File: src/rtl/frame_loss_pkg.sv
package frame_loss_pkg;

  typedef enum logic [2:0] {
    FMT_SF      = 3'd0,
    FMT_SF_TERM = 3'd1,
    FMT_SF_DATA = 3'd2,
    FMT_ESF     = 3'd3,
    FMT_E1      = 3'd4
  } fmt_e;

  typedef enum logic [1:0] {
    WIN_SHORT = 2'd0,
    WIN_MID   = 2'd1,
    WIN_LONG  = 2'd2
  } win_e;

  // Strobes and selects sent from control to the counting datapath
  typedef struct packed {
    logic clrAll;
    logic shiftEn;
    logic shiftVal;
    win_e winSel;
    logic fasEn;
    logic nfasEn;
    logic wordErr;
    logic crcEn;
    logic crcErr;
  } dp_cmd_t;

endpackage

File: src/rtl/frame_loss_dp.sv
module frame_loss_dp
  import frame_loss_pkg::*;
#(
  parameter int HIST_DEPTH   = 12,
  parameter int SHORT_WIN    = 4,
  parameter int MID_WIN      = 6,
  parameter int CONSEC_LIMIT = 3,
  parameter int CRC_WINDOW   = 1000,
  localparam int CNT_W = $clog2(HIST_DEPTH + 1),
  localparam int RUN_W = $clog2(CONSEC_LIMIT + 1),
  localparam int CRC_W = $clog2(CRC_WINDOW + 1)
) (
  input  logic             clk,
  input  logic             rstN,
  input  dp_cmd_t          cmd,
  output logic [CNT_W-1:0] winErrs,
  output logic [RUN_W-1:0] fasRun,
  output logic [RUN_W-1:0] nfasRun,
  output logic [CRC_W-1:0] crcErrCnt
);

  logic [HIST_DEPTH-1:0] hist;
  logic [HIST_DEPTH-1:0] histShifted;
  logic [HIST_DEPTH-1:0] winMask;
  logic [HIST_DEPTH-1:0] histMasked;
  logic [CNT_W-1:0]      winLen;
  logic [CRC_W-1:0]      chkCnt;
  logic [CRC_W-1:0]      errCnt;
  logic [RUN_W-1:0]      runCnt [2];
  logic [1:0]            runEn;

  // History with the incoming result already shifted in
  assign histShifted = {hist[HIST_DEPTH-2:0], cmd.shiftVal};

  always_comb begin
    case (cmd.winSel)
      WIN_MID:  winLen = CNT_W'(MID_WIN);
      WIN_LONG: winLen = CNT_W'(HIST_DEPTH);
      default:  winLen = CNT_W'(SHORT_WIN);
    endcase
  end

  generate
    for (genvar g = 0; g < HIST_DEPTH; g++) begin : g_mask
      assign winMask[g] = (CNT_W'(g) < winLen);
    end
  endgenerate

  assign histMasked = histShifted & winMask;

  always_comb begin
    winErrs = '0;
    for (int i = 0; i < HIST_DEPTH; i++) begin
      winErrs = winErrs + CNT_W'(histMasked[i]);
    end
  end

  always_ff @(posedge clk) begin
    if (!rstN || cmd.clrAll) begin
      hist <= '0;
    end else if (cmd.shiftEn) begin
      hist <= histShifted;
    end
  end

  // Two identical saturating run counters: lane 0 FAS, lane 1 NOT-FAS
  assign runEn = {cmd.nfasEn, cmd.fasEn};

  generate
    for (genvar g = 0; g < 2; g++) begin : g_run
      always_ff @(posedge clk) begin
        if (!rstN || cmd.clrAll) begin
          runCnt[g] <= '0;
        end else if (runEn[g]) begin
          if (!cmd.wordErr) begin
            runCnt[g] <= '0;
          end else if (runCnt[g] < RUN_W'(CONSEC_LIMIT)) begin
            runCnt[g] <= runCnt[g] + 1'b1;
          end
        end
      end
    end
  endgenerate

  assign fasRun  = runCnt[0];
  assign nfasRun = runCnt[1];

  // CRC-4 block counters
  always_ff @(posedge clk) begin
    if (!rstN || cmd.clrAll) begin
      chkCnt <= '0;
      errCnt <= '0;
    end else if (cmd.crcEn) begin
      if (chkCnt == CRC_W'(CRC_WINDOW - 1)) begin
        chkCnt <= '0;
        errCnt <= '0;
      end else begin
        chkCnt <= chkCnt + 1'b1;
        errCnt <= errCnt + CRC_W'(cmd.crcErr);
      end
    end
  end

  assign crcErrCnt = errCnt;


  family_excl_chk: assert property (@(posedge clk) disable iff (!rstN)
    !(cmd.shiftEn && (cmd.fasEn || cmd.nfasEn || cmd.crcEn)));


  crc_window_chk: assert property (@(posedge clk) disable iff (!rstN)
    chkCnt < CRC_W'(CRC_WINDOW));


  clr_state_chk: assert property (@(posedge clk) disable iff (!rstN)
    cmd.clrAll |=> (hist == '0 && chkCnt == '0 && errCnt == '0));


  fas_restart_chk: assert property (@(posedge clk) disable iff (!rstN)
    (cmd.fasEn && !cmd.wordErr && !cmd.clrAll) |=> (runCnt[0] == '0));


  nfas_keep_chk: assert property (@(posedge clk) disable iff (!rstN)
    (cmd.fasEn && !cmd.nfasEn && !cmd.clrAll) |=> $stable(runCnt[1]));

endmodule

File: src/rtl/frame_loss_ctrl.sv
module frame_loss_ctrl
  import frame_loss_pkg::*;
#(
  parameter int HIST_DEPTH   = 12,
  parameter int SHORT_THRESH = 2,
  parameter int LONG_THRESH  = 4,
  parameter int CONSEC_LIMIT = 3,
  parameter int CRC_WINDOW   = 1000,
  parameter int CRC_LIMIT    = 914,
  localparam int CNT_W = $clog2(HIST_DEPTH + 1),
  localparam int RUN_W = $clog2(CONSEC_LIMIT + 1),
  localparam int CRC_W = $clog2(CRC_WINDOW + 1)
) (
  input  logic             clk,
  input  logic             rstN,
  input  logic [2:0]       fmtSel,
  input  logic             wideWin,
  input  logic             bitStb,
  input  logic             bitPrimary,
  input  logic             bitErr,
  input  logic             wordStb,
  input  logic             wordIsFas,
  input  logic             wordErr,
  input  logic             crcChkStb,
  input  logic             crcErr,
  input  logic             realign,
  input  logic             regained,
  input  logic             stickyClr,
  input  logic [CNT_W-1:0] winErrs,
  input  logic [RUN_W-1:0] fasRun,
  input  logic [RUN_W-1:0] nfasRun,
  input  logic [CRC_W-1:0] crcErrCnt,
  output dp_cmd_t          cmd,
  output logic             lossLive,
  output logic             lossSticky,
  output logic             lossEvent
);

  logic [2:0]       fmtPrev;
  logic             fmtChange;
  logic             clrReq;
  logic [CNT_W-1:0] winThresh;
  logic             winTrip;
  logic             fasTrip;
  logic             nfasTrip;
  logic             crcTrip;
  logic             tripAny;

  always_ff @(posedge clk) begin
    if (!rstN) fmtPrev <= 3'd0;
    else       fmtPrev <= fmtSel;
  end

  assign fmtChange = (fmtSel != fmtPrev);
  assign clrReq    = realign | fmtChange;

  // Mode decode: which strobes reach the datapath, and with what window
  always_comb begin
    cmd          = '0;
    cmd.clrAll   = clrReq;
    cmd.shiftVal = bitErr;
    cmd.wordErr  = wordErr;
    cmd.crcErr   = crcErr;
    cmd.winSel   = WIN_SHORT;
    winThresh    = CNT_W'(SHORT_THRESH);
    case (fmt_e'(fmtSel))
      FMT_SF: begin
        cmd.shiftEn = bitStb;
        cmd.winSel  = wideWin ? WIN_MID : WIN_SHORT;
      end
      FMT_SF_TERM: begin
        cmd.shiftEn = bitStb & bitPrimary;
      end
      FMT_SF_DATA: begin
        cmd.shiftEn = bitStb;
        cmd.winSel  = WIN_LONG;
        winThresh   = CNT_W'(LONG_THRESH);
      end
      FMT_ESF: begin
        cmd.shiftEn = bitStb & bitPrimary;
        cmd.winSel  = wideWin ? WIN_MID : WIN_SHORT;
      end
      FMT_E1: begin
        cmd.fasEn  = wordStb & wordIsFas;
        cmd.nfasEn = wordStb & ~wordIsFas;
        cmd.crcEn  = crcChkStb;
      end
      default: ;
    endcase
    if (clrReq) begin
      cmd.shiftEn = 1'b0;
      cmd.fasEn   = 1'b0;
      cmd.nfasEn  = 1'b0;
      cmd.crcEn   = 1'b0;
    end
  end

  // Declaration happens only on the strobe that completes a criterion
  assign winTrip  = cmd.shiftEn & bitErr & (winErrs >= winThresh);
  assign fasTrip  = cmd.fasEn & wordErr & (fasRun >= RUN_W'(CONSEC_LIMIT - 1));
  assign nfasTrip = cmd.nfasEn & wordErr & (nfasRun >= RUN_W'(CONSEC_LIMIT - 1));
  assign crcTrip  = cmd.crcEn & crcErr & (crcErrCnt >= CRC_W'(CRC_LIMIT));
  assign tripAny  = winTrip | fasTrip | nfasTrip | crcTrip;

  always_ff @(posedge clk) begin
    if (!rstN) begin
      lossLive   <= 1'b0;
      lossSticky <= 1'b0;
      lossEvent  <= 1'b0;
    end else begin
      lossLive   <= tripAny | (lossLive & ~regained);
      lossSticky <= tripAny | (lossSticky & ~stickyClr);
      lossEvent  <= tripAny & ~lossLive;
    end
  end


  live_hold_chk: assert property (@(posedge clk) disable iff (!rstN)
    $fell(lossLive) |-> $past(regained));


  sticky_hold_chk: assert property (@(posedge clk) disable iff (!rstN)
    $fell(lossSticky) |-> $past(stickyClr));


  event_pulse_chk: assert property (@(posedge clk) disable iff (!rstN)
    lossEvent |=> !lossEvent);


  event_level_chk: assert property (@(posedge clk) disable iff (!rstN)
    lossEvent |-> (lossLive && lossSticky));


  sticky_cover_chk: assert property (@(posedge clk) disable iff (!rstN)
    $rose(lossLive) |-> lossSticky);

endmodule

File: src/rtl/frame_loss_monitor.sv
module frame_loss_monitor
  import frame_loss_pkg::*;
#(
  parameter int HIST_DEPTH   = 12,
  parameter int SHORT_WIN    = 4,
  parameter int MID_WIN      = 6,
  parameter int SHORT_THRESH = 2,
  parameter int LONG_THRESH  = 4,
  parameter int CONSEC_LIMIT = 3,
  parameter int CRC_WINDOW   = 1000,
  parameter int CRC_LIMIT    = 914
) (
  input  logic       clk,
  input  logic       rstN,
  input  logic [2:0] fmtSel,
  input  logic       wideWin,
  input  logic       bitStb,
  input  logic       bitPrimary,
  input  logic       bitErr,
  input  logic       wordStb,
  input  logic       wordIsFas,
  input  logic       wordErr,
  input  logic       crcChkStb,
  input  logic       crcErr,
  input  logic       realign,
  input  logic       regained,
  input  logic       stickyClr,
  output logic       lossLive,
  output logic       lossSticky,
  output logic       lossEvent
);

  localparam int CNT_W = $clog2(HIST_DEPTH + 1);
  localparam int RUN_W = $clog2(CONSEC_LIMIT + 1);
  localparam int CRC_W = $clog2(CRC_WINDOW + 1);

  dp_cmd_t          cmd;
  logic [CNT_W-1:0] winErrs;
  logic [RUN_W-1:0] fasRun;
  logic [RUN_W-1:0] nfasRun;
  logic [CRC_W-1:0] crcErrCnt;

  frame_loss_ctrl #(
    .HIST_DEPTH  (HIST_DEPTH),
    .SHORT_THRESH(SHORT_THRESH),
    .LONG_THRESH (LONG_THRESH),
    .CONSEC_LIMIT(CONSEC_LIMIT),
    .CRC_WINDOW  (CRC_WINDOW),
    .CRC_LIMIT   (CRC_LIMIT)
  ) u_ctrl (
    .clk       (clk),
    .rstN      (rstN),
    .fmtSel    (fmtSel),
    .wideWin   (wideWin),
    .bitStb    (bitStb),
    .bitPrimary(bitPrimary),
    .bitErr    (bitErr),
    .wordStb   (wordStb),
    .wordIsFas (wordIsFas),
    .wordErr   (wordErr),
    .crcChkStb (crcChkStb),
    .crcErr    (crcErr),
    .realign   (realign),
    .regained  (regained),
    .stickyClr (stickyClr),
    .winErrs   (winErrs),
    .fasRun    (fasRun),
    .nfasRun   (nfasRun),
    .crcErrCnt (crcErrCnt),
    .cmd       (cmd),
    .lossLive  (lossLive),
    .lossSticky(lossSticky),
    .lossEvent (lossEvent)
  );

  frame_loss_dp #(
    .HIST_DEPTH  (HIST_DEPTH),
    .SHORT_WIN   (SHORT_WIN),
    .MID_WIN     (MID_WIN),
    .CONSEC_LIMIT(CONSEC_LIMIT),
    .CRC_WINDOW  (CRC_WINDOW)
  ) u_dp (
    .clk      (clk),
    .rstN     (rstN),
    .cmd      (cmd),
    .winErrs  (winErrs),
    .fasRun   (fasRun),
    .nfasRun  (nfasRun),
    .crcErrCnt(crcErrCnt)
  );

endmodule

File: config.mk
export PLATFORM = sky130hd
export DESIGN_NAME = frame_loss_monitor
export DESIGN_NICKNAME = d
export VERILOG_FILES = /design/src/rtl/frame_loss_pkg.sv /design/src/rtl/frame_loss_dp.sv /design/src/rtl/frame_loss_ctrl.sv /design/src/rtl/frame_loss_monitor.sv
export SDC_FILE = /design/constraint.sdc
export NUM_CORES = 1
export LEC_CHECK = 0
export BUFFER_PORTS_ARGS = -buffer_cell sky130_fd_sc_hd__buf_2
export CORE_UTILIZATION = 45
export DETAILED_ROUTE_END_ITERATION = 8
export PLACE_DENSITY = 0.73
export SETUP_SLACK_MARGIN = 0.1
export SLEW_MARGIN = 5
export SYNTH_ARGS = -nofsm -noshare
export SYNTH_HDL_FRONTEND = slang
export SYNTH_HIERARCHICAL = 1
export SYNTH_SLANG_ARGS = --single-unit
File: constraint.sdc
create_clock -name clk -period 6.05 [get_ports clk]
set_input_delay 0.3025 -clock clk [delete_from_list [all_inputs] [get_ports clk]]
set_output_delay 0.3025 -clock clk [all_outputs]
set_load 0.01 [all_outputs]
Word level (Yosys, flattened, before mapping):

Memories as Yosys holds them, arrays and structs flattened.
Index checks and enable logic that the tools add are counted.

* add/subtract/negate cells: 15
* $mul: 0
* div/mod/pow operators: 0
* $lt $le $gt $ge: 18
* eq/ne operators: 8
* shifts and indexed selects: 0
* multiplexer cells: 35
* bitwise gates (word level): 29
* reduce and logical (&&, ||, !) cells: 6

Operator list (count)
* $add 4x1->4: 10
* $mux 1: 23
* $mux 10: 2
* $lt 3x4->1 const A: 4
* $lt 4x4->1 const A: 4
* $and 1x1->1: 14
* $and 12x12->12: 1
* $mux 2: 6
* $add 10x1->10: 1
* $add 10x1->10 const B: 1
* $eq 10x10->1 const B: 1
* $ge 10x10->1 const B: 1
* $or 1x1->1: 10
* $lt 1x4->1 const A: 2
* $lt 2x4->1 const A: 2
* $pmux 4 s2: 1
* $eq 3x2->1 const B: 2
* $reduce_or 2->1: 3
* $add 2x1->2 const B: 2
* $ge 2x2->1 const B: 2
* $ge 4x3->1: 1
* $lt 2x2->1 const B: 2
* $not 1->1: 4
* $pmux 2 s2: 1
* other kinds (11): 11

* register bits: 37
* latch bits: 0
* RAM bits: 4
* memory bits (read-only): 0
* input bits: 17
* output and inout bits: 3
* word-level logic and storage cells: 119
* memories: 1

Memories
* u_dp.runCnt: depth 2, width 2, read ports 2, clocked after memory_dff 0, write ports 2, RTL line frame_loss_dp.sv:29 `logic [RUN_W-1:0] runCnt [2];`

Longest topological paths before layout:

Gate-level depths: netlist of the first run.

* depth after elaboration: 24
* gate-level depth with buffers: 19
* depth with buffers taken out: 19

Cells and area by module:

Netlist of the first run, hierarchy kept.

By module, submodules not included
* frame_loss_dp: instances 1, cells an instance 179, area an instance 1803.0 µm², sequential area each 740.7 µm²
* frame_loss_ctrl: instances 1, cells an instance 52, area an instance 480.5 µm², sequential area each 120.1 µm²

Worst setup path before layout of the first run:

OpenSTA, ideal clock, no wires.

* path kind: input-to-reg
* from: input port fmtSel[0]
* to: register u_ctrl.lossLive
* setup time: 140 ps
* arrival time: 4737 ps
* required time: 5910 ps
* path slack: 1173 ps
* stages on the path: 18
* path buffers: 0
* cell sequence: or3b_2 > inv_1 > ha_1 > nor2b_1 > fa_1 > inv_1 > fa_1 > fa_1 > fa_1 > inv_1 > ha_1 > fa_1 > xor2_1 > ha_1 > nand3b_1 > nand3_1 > a32oi_1 > a31oi_1

RTL lines
* start, declared: RTL line frame_loss_monitor.sv:15 `input logic [2:0] fmtSel,`
* end signal, assigned: RTL line frame_loss_ctrl.sv:111 `lossLive <= tripAny | (lossLive & ~regained);`
* end, declared: RTL line frame_loss_ctrl.sv:34 `output logic lossLive,`

==> results of run 1 <==
==> worst min-delay path: cells and delay by family <==
family,cells,cell delay (ps)
buffers and inverters,1,70
and+or+nand+nor,1,80
AOI/OAI and AO/OA,1,70
==> flip-flops by register name, summed over array words and instances (netlist names) <==
signal,cells
u_dp/hist,11
u_dp/crcErrCnt,10
u_ctrl/lossEvent,1
u_dp/runCnt,4
u_ctrl/fmtPrev,3
u_ctrl/lossLive,1
u_dp/chkCnt,10
u_ctrl/lossSticky,1
==> final cells by class <==
cell class / count / area [um^2] / share of cell area (%)
clock buffer: 8 / 80.1 / 3.25
inverter: 16 / 60.1 / 2.44
multi-input combinational: 164 / 1280 / 52.1
sequential: 41 / 861 / 34.9
tap: 67 / 83.8 / 3.40
timing repair buffer: 19 / 95.1 / 3.86
==> cell families after synthesis <==
family / count (synthesis)
adders and majority gates: 19
muxes: 15
AOI/OAI and AO/OA: 17
DFF: 41
buffers and inverters: 26
xor gates and xnor gates: 20
and+or+nand+nor: 93
==> per-stage QoR <==
stage          cells  cell area, um^2
6_report         315             2460
4_1_cts          315             2460
2_1_floorplan    231             2280
3_3_place_gp     307             2380
5_1_grt          315             2460
3_5_place_dp     307             2380
==> metal layers <==
| metal | GRT usage [%] | vias up | share of wire, % |
|---|---|---|---|
| li1 | - | 815 | - |
| met1 | 19.7 | 737 | 52 |
| met2 | 25.6 | 16 | 43 |
| met3 | 3.31 | 8 | 2.6 |
| met4 | 9.80 | 0 | 2.7 |
| met5 | 0 | - | 0 |
==> cells in the final DEF, fill, tap and decap left out, types with 2 or more instances in the layout <==
cell type,count
sky130_fd_sc_hd__mux2i_1,15
sky130_fd_sc_hd__nand3_1,2
sky130_fd_sc_hd__clkbuf_8,5
sky130_fd_sc_hd__inv_1,16
sky130_fd_sc_hd__dfxtp_1,37
sky130_fd_sc_hd__and3_1,5
sky130_fd_sc_hd__nor2_1,32
sky130_fd_sc_hd__nor4_1,2
sky130_fd_sc_hd__and4_1,2
sky130_fd_sc_hd__nand3b_1,2
sky130_fd_sc_hd__xor2_1,16
sky130_fd_sc_hd__nand2_1,15
sky130_fd_sc_hd__a21o_1,4
sky130_fd_sc_hd__nand4_1,5
sky130_fd_sc_hd__nand2b_1,5
sky130_fd_sc_hd__xnor2_1,4
sky130_fd_sc_hd__a31oi_1,3
sky130_fd_sc_hd__nor2b_1,3
sky130_fd_sc_hd__and2_1,6
sky130_fd_sc_hd__edfxtp_1,4
sky130_fd_sc_hd__ha_1,12
sky130_fd_sc_hd__nor3b_1,2
sky130_fd_sc_hd__buf_2,19
sky130_fd_sc_hd__clkbuf_1,3
sky130_fd_sc_hd__fa_1,7
==> power by group <==
part	switching [W]	internal, W
logic	0.0000142	0.0000118
registers	0.000000943	0.000275
clock network	0.0000873	0.0000819
==> worst max path at each step <==
stage	to	from
floorplan	u_ctrl/lossLive	fmtSel[0]
global placement	u_ctrl/lossLive	fmtSel[0]
detailed placement	u_ctrl/lossSticky	fmtSel[0]
CTS	u_ctrl/lossLive	fmtSel[0]
global route	u_ctrl/lossLive	fmtSel[0]
finish	u_ctrl/lossLive	fmtSel[0]
==> metrics.json, run 1 <==
{
  "outcome": "finished clean",
  "synth_largest_type_area_fraction_pct": 32.4,
  "clock_latency_ps": 290,
  "slew_viol_final": 0,
  "min_period_ps": 4890,
  "crit-reg2reg-launch": "u_dp/hist[4]",
  "areaGrowthSynthToFinish_pct": 7.95,
  "worst-path-buf-inv": 4,
  "worstPathArrival_ps": 5050,
  "design.core.area_um2": 4820,
  "min_from": "stickyClr",
  "totalWireLength_um": 3560,
  "insertedDiodeCount": 0,
  "cp.required_ps": 6210,
  "finalPower_w": 0.000472,
  "critical_path.endpoint_type": "register",
  "hold-worst-slack_ps": 276,
  "routed_via_density": 5.00,
  "synth_compound_gate_area_share_pct": 6.58,
  "vdd.ir_drop.worst_mv": 0.131,
  "grt_pass1_wl_um": 6440,
  "crit_chain": "buf_2 > or3b_2 > inv_1 > ha_1 > and2_1 > fa_1 > inv_1 > fa_1 > fa_1 > fa_1 > inv_1 > ha_1 > fa_1 > xor2_1 > ha_1 > nand3b_1 > nand3_1 > a32oi_1 > a31oi_1",
  "critical_path.max_fanout": 6,
  "regToRegEndpoint": "u_ctrl/lossLive",
  "critical_path_cell_count": 19,
  "ratio_of_final_minimum_period_to_clock_period_pct": 80.8,
  "clock_tree_from_tritoncts": "yes",
  "top_delay_family_on_crit_path": "adder cells",
  "criticalPathCategory": "input pin to register",
  "design.portCount": 20,
  "worst_pin_slew_ps": 1140,
  "synth.net_count": 267,
  "final.fill_count": 485,
  "maxCapViolCount": 0,
  "synth_seq_area_share_pct": 37.7,
  "ys_types": 48,
  "overflow": 0,
  "setup_viol": 0,
  "critPathMostFrequentCell": "sky130_fd_sc_hd__fa_1",
  "final_util_pct": 51.2,
  "synth_top_cells_by_count": "sky130_fd_sc_hd__dfxtp_1 (37), sky130_fd_sc_hd__nor2_1 (32), sky130_fd_sc_hd__inv_1 (16), sky130_fd_sc_hd__xor2_1 (16)",
  "dr_total_vias": 1576,
  "cts.path.max_buffers": 2,
  "report.final.hold_viol_count": 0,
  "worst_hold_path_type": "input pin to register",
  "cellPowerDensity_nw_per_um2": 191,
  "synth_area_leaders": "sky130_fd_sc_hd__dfxtp_1 (32%), sky130_fd_sc_hd__ha_1 (6.6%), sky130_fd_sc_hd__mux2i_1 (6.6%), sky130_fd_sc_hd__fa_1 (6.1%), sky130_fd_sc_hd__xor2_1 (6.1%)",
  "post_synth_mux_area_share_pct": 6.58,
  "ys_warnings": 6,
  "netlist_area_before_placement_um2": 2280,
  "synth_top_family_by_area": "simple AND/OR/NAND/NOR gates",
  "slew_headroom_pct": 23.4,
  "synth_edf_count": 4,
  "drive_gt1_share_pct": 15.3,
  "cp_max_stage_cell": "sky130_fd_sc_hd__fa_1",
  "postSynthCellCount": 231,
  "rsz0062_at_grt": "no",
  "post_synth.cell_area_avg_um2": 9.89,
  "grt_start_max_net_pins": 22,
  "route.detailed.wl_per_inst_um": 11.3,
  "place_worst_setup_slack_ps": 827,
  "tns_ps": 0,
  "number_of_setup_buffers_added_after_cts": 0,
  "postSynth.topFlopCell": "sky130_fd_sc_hd__dfxtp_1",
  "worst_hold_path.endpoint": "u_ctrl/lossSticky",
  "buffer_ports.inserted": 19,
  "dp_hpwl_um": 2710,
  "yosysMostFrequentCell": "sky130_fd_sc_hd__dfxtp_1",
  "cts_inserted_buffers": 5,
  "fp.dieH_um": 73.2,
  "finalNetCount": 283,
  "timing.final.ws_setup_ps": 1160,
  "cts-htree-levels": 2,
  "horizontal_die_dimension_um": 73.2,
  "synth_async_sr_flop_share_pct": 0,
  "synthXorXnorAreaFrac_pct": 7.67,
  "core.rowCount": 25,
  "p_leak_nw": 0.986,
  "initialDrtViolationCount": 55,
  "grt_pass1_vias": 1520,
  "number_of_nets_with_antenna_violations_after_routing": 0,
  "synth_adder_area_share_pct": 12.7,
  "synth-simple-area-share_pct": 22.7,
  "ff2ff_path_depth": 15,
  "setup.reg_to_reg.worst_slack_ps": 1710,
  "postCtsResizedCells": 0,
  "global_route.usage.total_pct": 16.0,
  "hold_buffer_count_at_cts": 0,
  "fin_worst_skew_ps": 2.83,
  "postSynthRegisterBits": 41,
  "detailedRoute.firstPassIterationCount": 4,
  "hold_depth": 3,
  "clock-sinks": 41,
  "initial_utilization_pct": 47.4,
  "clock.fmax_mhz": 204,
  "design.die.area_um2": 5360,
  "worst_path_largest_cell_delay_ps": 540,
  "grt_antenna_before_repair": 0,
  "clk_root_buffer_cell": "sky130_fd_sc_hd__clkbuf_8",
  "gpl.final_weighted_congestion": 0.767,
  "timing.critical_path.from_type": "input pin",
  "remaining_drc_errors": 0,
  "clk_transition_reported_paths_ps": 70,
  "synth.largest_area_cell": "sky130_fd_sc_hd__dfxtp_1"
}
Note: power is estimated with default switching activity, not from simulation.
==> inputs of run 2 (changes only) <==
--- a/config.mk
+++ b/config.mk
@@ -5,6 +5,7 @@
 export SDC_FILE = /design/constraint.sdc
 export NUM_CORES = 1
 export LEC_CHECK = 0
+export ABC_AREA = 1
 export BUFFER_PORTS_ARGS = -buffer_cell sky130_fd_sc_hd__buf_2
 export CORE_UTILIZATION = 45
 export DETAILED_ROUTE_END_ITERATION = 8
==> constraint.sdc (replaced) <==
create_clock -name clk -period 5.01 [get_ports clk]
set_input_delay 0.2505 -clock clk [delete_from_list [all_inputs] [get_ports clk]]
set_output_delay 0.2505 -clock clk [all_outputs]
set_load 0.01 [all_outputs]
==> metrics.json, run 2 <==
{
  "outcome": "finished clean",
  "synth_largest_type_area_fraction": {"value": 31.2, "unit": "%", "change": "-1.2 points"},
  "p_leak": {"value": 1.14, "unit": "nW", "change": "+16%"},
  "critical_path.endpoint_type": "register",
  "hold-worst-slack": {"value": 206, "unit": "ps", "change": "-69.9 ps"},
  "cp.required": {"value": 5250, "unit": "ps", "change": "-960 ps"},
  "worstPathArrival": {"value": 4840, "unit": "ps", "change": "-210 ps"},
  "dr_total_vias": {"value": 2004, "change": "+27%"},
  "synth.net_count": {"value": 362, "change": "+36%"},
  "report.final.hold_viol_count": {"value": 0, "change": "unchanged"},
  "final_design_area_no_fill": {"value": 2600, "unit": "um^2", "change": "+5.6%"},
  "grt_antenna_before_repair": {"value": 0, "change": "unchanged"},
  "synth.largest_area_cell": "sky130_fd_sc_hd__dfxtp_1",
  "worst_path_largest_cell_delay": {"value": 540, "unit": "ps", "change": "about the same"},
  "worst_pin_slew": {"value": 569, "unit": "ps", "change": "-571 ps"},
  "clock_latency": {"value": 300, "unit": "ps", "change": "about the same"},
  "finalNetCount": {"value": 381, "change": "+35%"},
  "p_int": {"value": 0.000446, "unit": "W", "change": "+21%"},
  "timing.critical_path.from_type": "input pin",
  "yosysMostFrequentCell": "sky130_fd_sc_hd__nand2_1",
  "slew_headroom": {"value": 62.0, "unit": "%", "change": "+39 points"},
  "insertedDiodeCount": {"value": 0, "change": "unchanged"},
  "design.core.area": {"value": 5110, "unit": "um^2", "change": "+6.0%"},
  "combPwrFrac": {"value": 6.0, "unit": "%", "change": "+0.5 points"},
  "global_route.usage.total": {"value": 18.6, "unit": "%", "change": "+2.5 points"},
  "critical_path.max_fanout": {"value": 5, "change": "-1"},
  "fp.dieH": {"value": 74.6, "unit": "um", "change": "+1.9%"},
  "slew_viol_final": {"value": 0, "change": "unchanged"},
  "cellPowerDensity": {"value": 223, "unit": "nW/um^2", "change": "+16%"},
  "grt_pass1_vias": {"value": 1834, "change": "+21%"},
  "cts_inserted_buffers": {"value": 5, "change": "unchanged"},
  "cp_max_stage_cell": "sky130_fd_sc_hd__fa_1",
  "min_period_ps": 4600,
  "routed_via_density": {"value": 4.82, "change": "-3.7%"},
  "fin_worst_skew": {"value": 6.85, "unit": "ps", "change": "+4.02 ps"},
  "netlist_area_before_placement": {"value": 2370, "unit": "um^2", "change": "+3.9%"},
  "criticalPathCategory": "input pin to register",
  "initialDrtViolationCount": {"value": 143, "change": "+160%"},
  "clk_transition_reported_paths": {"value": 70, "unit": "ps", "change": "about the same"},
  "horizontal_die_dimension": {"value": 74.6, "unit": "um", "change": "+1.9%"},
  "layout_common_cells": "sky130_fd_sc_hd__nand2_1 (70), sky130_fd_sc_hd__nor2_1 (51), sky130_fd_sc_hd__inv_1 (48), sky130_fd_sc_hd__dfxtp_1 (37), sky130_fd_sc_hd__nand3_1 (20)",
  "finalPower": {"value": 0.000579, "unit": "W", "change": "+23%"},
  "design.die.area": {"value": 5570, "unit": "um^2", "change": "+3.8%"},
  "rsz0062_at_grt": "no",
  "power_frac_seq": {"value": 57.6, "unit": "%", "change": "-1.0 points"},
  "clock.fmax_mhz": 217,
  "postSynth.topFlopCell": "sky130_fd_sc_hd__dfxtp_1",
  "worst_hold_path_type": "input pin to register",
  "sw_frac_of_total": {"value": 23.1, "unit": "%", "change": "+1.3 points"},
  "dpl-instance-area": {"value": 2500, "unit": "um^2", "change": "+4.7%"},
  "largest_register_ffs": {"value": 11, "change": "unchanged"},
  "synth_top_cells_by_count": "sky130_fd_sc_hd__nand2_1 (70), sky130_fd_sc_hd__nor2_1 (52), sky130_fd_sc_hd__inv_1 (48)",
  "route.detailed.wl_per_inst": {"value": 10.6, "unit": "um", "change": "-6.2%"},
  "ratio_of_final_minimum_period_to_clock_period_pct": 91.8,
  "vdd.ir_drop.worst": {"value": 0.146, "unit": "mV", "change": "+12%"},
  "number_of_nets_with_antenna_violations_after_routing": {"value": 0, "change": "unchanged"},
  "postSynthRegisterBits": {"value": 41, "change": "unchanged"},
  "drive_gt1_share": {"value": 12.1, "unit": "%", "change": "-3.2 points"},
  "tns": {"value": 0, "unit": "ps", "change": "unchanged"},
  "totalWireLength": {"value": 4410, "unit": "um", "change": "+24%"},
  "synth_seq_area_share": {"value": 36.3, "unit": "%", "change": "-1.4 points"},
  "max_flop_register": "u_dp/hist",
  "maxCapViolCount": {"value": 0, "change": "unchanged"},
  "detailedRoute.firstPassIterationCount": {"value": 4, "change": "unchanged"},
  "ys_warnings": {"value": 6, "change": "unchanged"},
  "core.rowCount": {"value": 26, "change": "+4.0%"},
  "p_clk_share": {"value": 36.4, "unit": "%", "change": "+0.5 points"},
  "remaining_drc_errors": {"value": 0, "change": "unchanged"},
  "areaGrowthSynthToFinish_pct": 9.65,
  "synth_async_sr_flop_share": {"value": 0, "unit": "%", "change": "unchanged"},
  "buffer_ports.inserted": {"value": 19, "change": "unchanged"},
  "setup_viol": {"value": 0, "change": "unchanged"},
  "hold_buffer_count_at_cts": {"value": 0, "change": "unchanged"},
  "critPathMostFrequentCell": "sky130_fd_sc_hd__inv_1",
  "gpl.final_weighted_congestion": {"value": 0.839, "change": "+9.4%"},
  "synth_edf_count": {"value": 4, "change": "unchanged"},
  "ys_types": {"value": 31, "change": "-35%"},
  "initial_utilization": {"value": 46.5, "unit": "%", "change": "-0.93 points"},
  "final_common_cell": "sky130_fd_sc_hd__nand2_1",
  "total_switching_power": {"value": 0.000134, "unit": "W", "change": "+30%"},
  "postSynthCellCount": {"value": 326, "change": "+41%"},
  "dp_hpwl": {"value": 3350, "unit": "um", "change": "+24%"},
  "synth_area_leaders": "sky130_fd_sc_hd__dfxtp_1 (31%), sky130_fd_sc_hd__nand2_1 (11%), sky130_fd_sc_hd__nor2_1 (8.2%), sky130_fd_sc_hd__inv_1 (7.6%), sky130_fd_sc_hd__ha_1 (6.3%)",
  "overflow": {"value": 0, "change": "unchanged"},
  "clk_root_buffer_cell": "sky130_fd_sc_hd__clkbuf_8",
  "clock-sinks": {"value": 41, "change": "unchanged"},
  "setup.reg_to_reg.worst_slack": {"value": 790, "unit": "ps", "change": "-920 ps"},
  "grt_pass1_wl": {"value": 7770, "unit": "um", "change": "+21%"},
  "cts.path.max_buffers": {"value": 2, "change": "unchanged"},
  "cts-htree-levels": {"value": 2, "change": "unchanged"},
  "design.portCount": {"value": 20, "change": "unchanged"},
  "clock_tree_from_tritoncts": "yes",
  "grt_start_max_net_pins": {"value": 20, "change": "-9.1%"},
  "post_synth.cell_area_avg": {"value": 7.28, "unit": "um^2", "change": "-26%"}
}
## run 2: changes by cell type after synthesis, sizes merged, moves of 12 or more
cell | previous run | this run
nand2 | 15 | 72
inv | 16 | 51
nor2 | 33 | 57
nand3 | 2 | 22
a21oi | 1 | 19
mux2i | 15 | 3
## run 2: metrics by stage
stage,cells,worst slack [ps],utilization (%)
floorplan,326,339,-
global placement,407,77.0,48.9
detailed placement,407,-68.6,48.9
CTS,415,257,50.5
global route,416,109,51.0
finish,416,410,51.0
## run 2: power groups by stage
| stage | logic, W | registers [W] | clock network, W |
|---|---|---|---|
| global placement | 0.0000322 | 0.000341 | 0 |
| global route | 0.0000397 | 0.000334 | 0.000229 |
| finish | 0.0000348 | 0.000333 | 0.000211 |
| CTS | 0.0000333 | 0.000333 | 0.000220 |
| floorplan | 0.0000220 | 0.000341 | 0 |
| detailed placement | 0.0000332 | 0.000341 | 0 |
## run 2: path summary, 6_finish.rpt
kind / from / endpoint / cells past startpoint
min reg2reg: u_ctrl/lossLive / u_ctrl/lossEvent / 1
max reg2reg: u_dp/hist[8] / u_ctrl/lossEvent / 22
max: fmtSel[0] / u_ctrl/lossEvent / 27
min: stickyClr / u_ctrl/lossSticky / 3
## run 2: cells by family (layout without fill, tap and decap cells)
kind of cell / after synthesis / count (layout) / synth area share [%]
DFF: 41 / 41 / 36.3
xor gates and xnor gates: 6 / 6 / 2.21
muxes: 3 / 3 / 1.27
and+or+nand+nor: 164 / 164 / 29.8
AOI/OAI and AO/OA: 32 / 32 / 7.17
buffers and inverters: 61 / 81 / 11.0
adders and majority gates: 19 / 19 / 12.2
## run 2: repair_timing
action / 4_1_cts / 5_1_grt
endpoints found under the setup margin: 0 / 3
resized for setup: 0 / 5
setup buffers: 0 / 1
## run 2: final cells by class
class                      instances  area [um^2]
multi-input combinational        224         1270
timing repair buffer              21          110
sequential                        41          861
clock buffer                       8         80.1
tap                               70         87.6
inverter                          52          195
fill                             508         2500
## run 2: per-layer routing
| metal | share of wire [%] | track usage [%] | vias to the layer above |
|---|---|---|---|
| met5 | 0 | 0 | - |
| met4 | 2.2 | 9.43 | 0 |
| met3 | 3.9 | 3.61 | 8 |
| met2 | 47 | 31.3 | 42 |
| met1 | 47 | 22.5 | 901 |
| li1 | - | - | 1053 |
## run 2: critical path, delay by kind of cell
kind | cells | cell delay [ps]
AO/OA/AOI/OAI | 1 | 100
adder cells (fa/ha/maj) | 8 | 3100
buffers and inverters | 7 | 440
XOR/XNOR | 1 | 160
AND/OR/NAND/NOR | 10 | 740
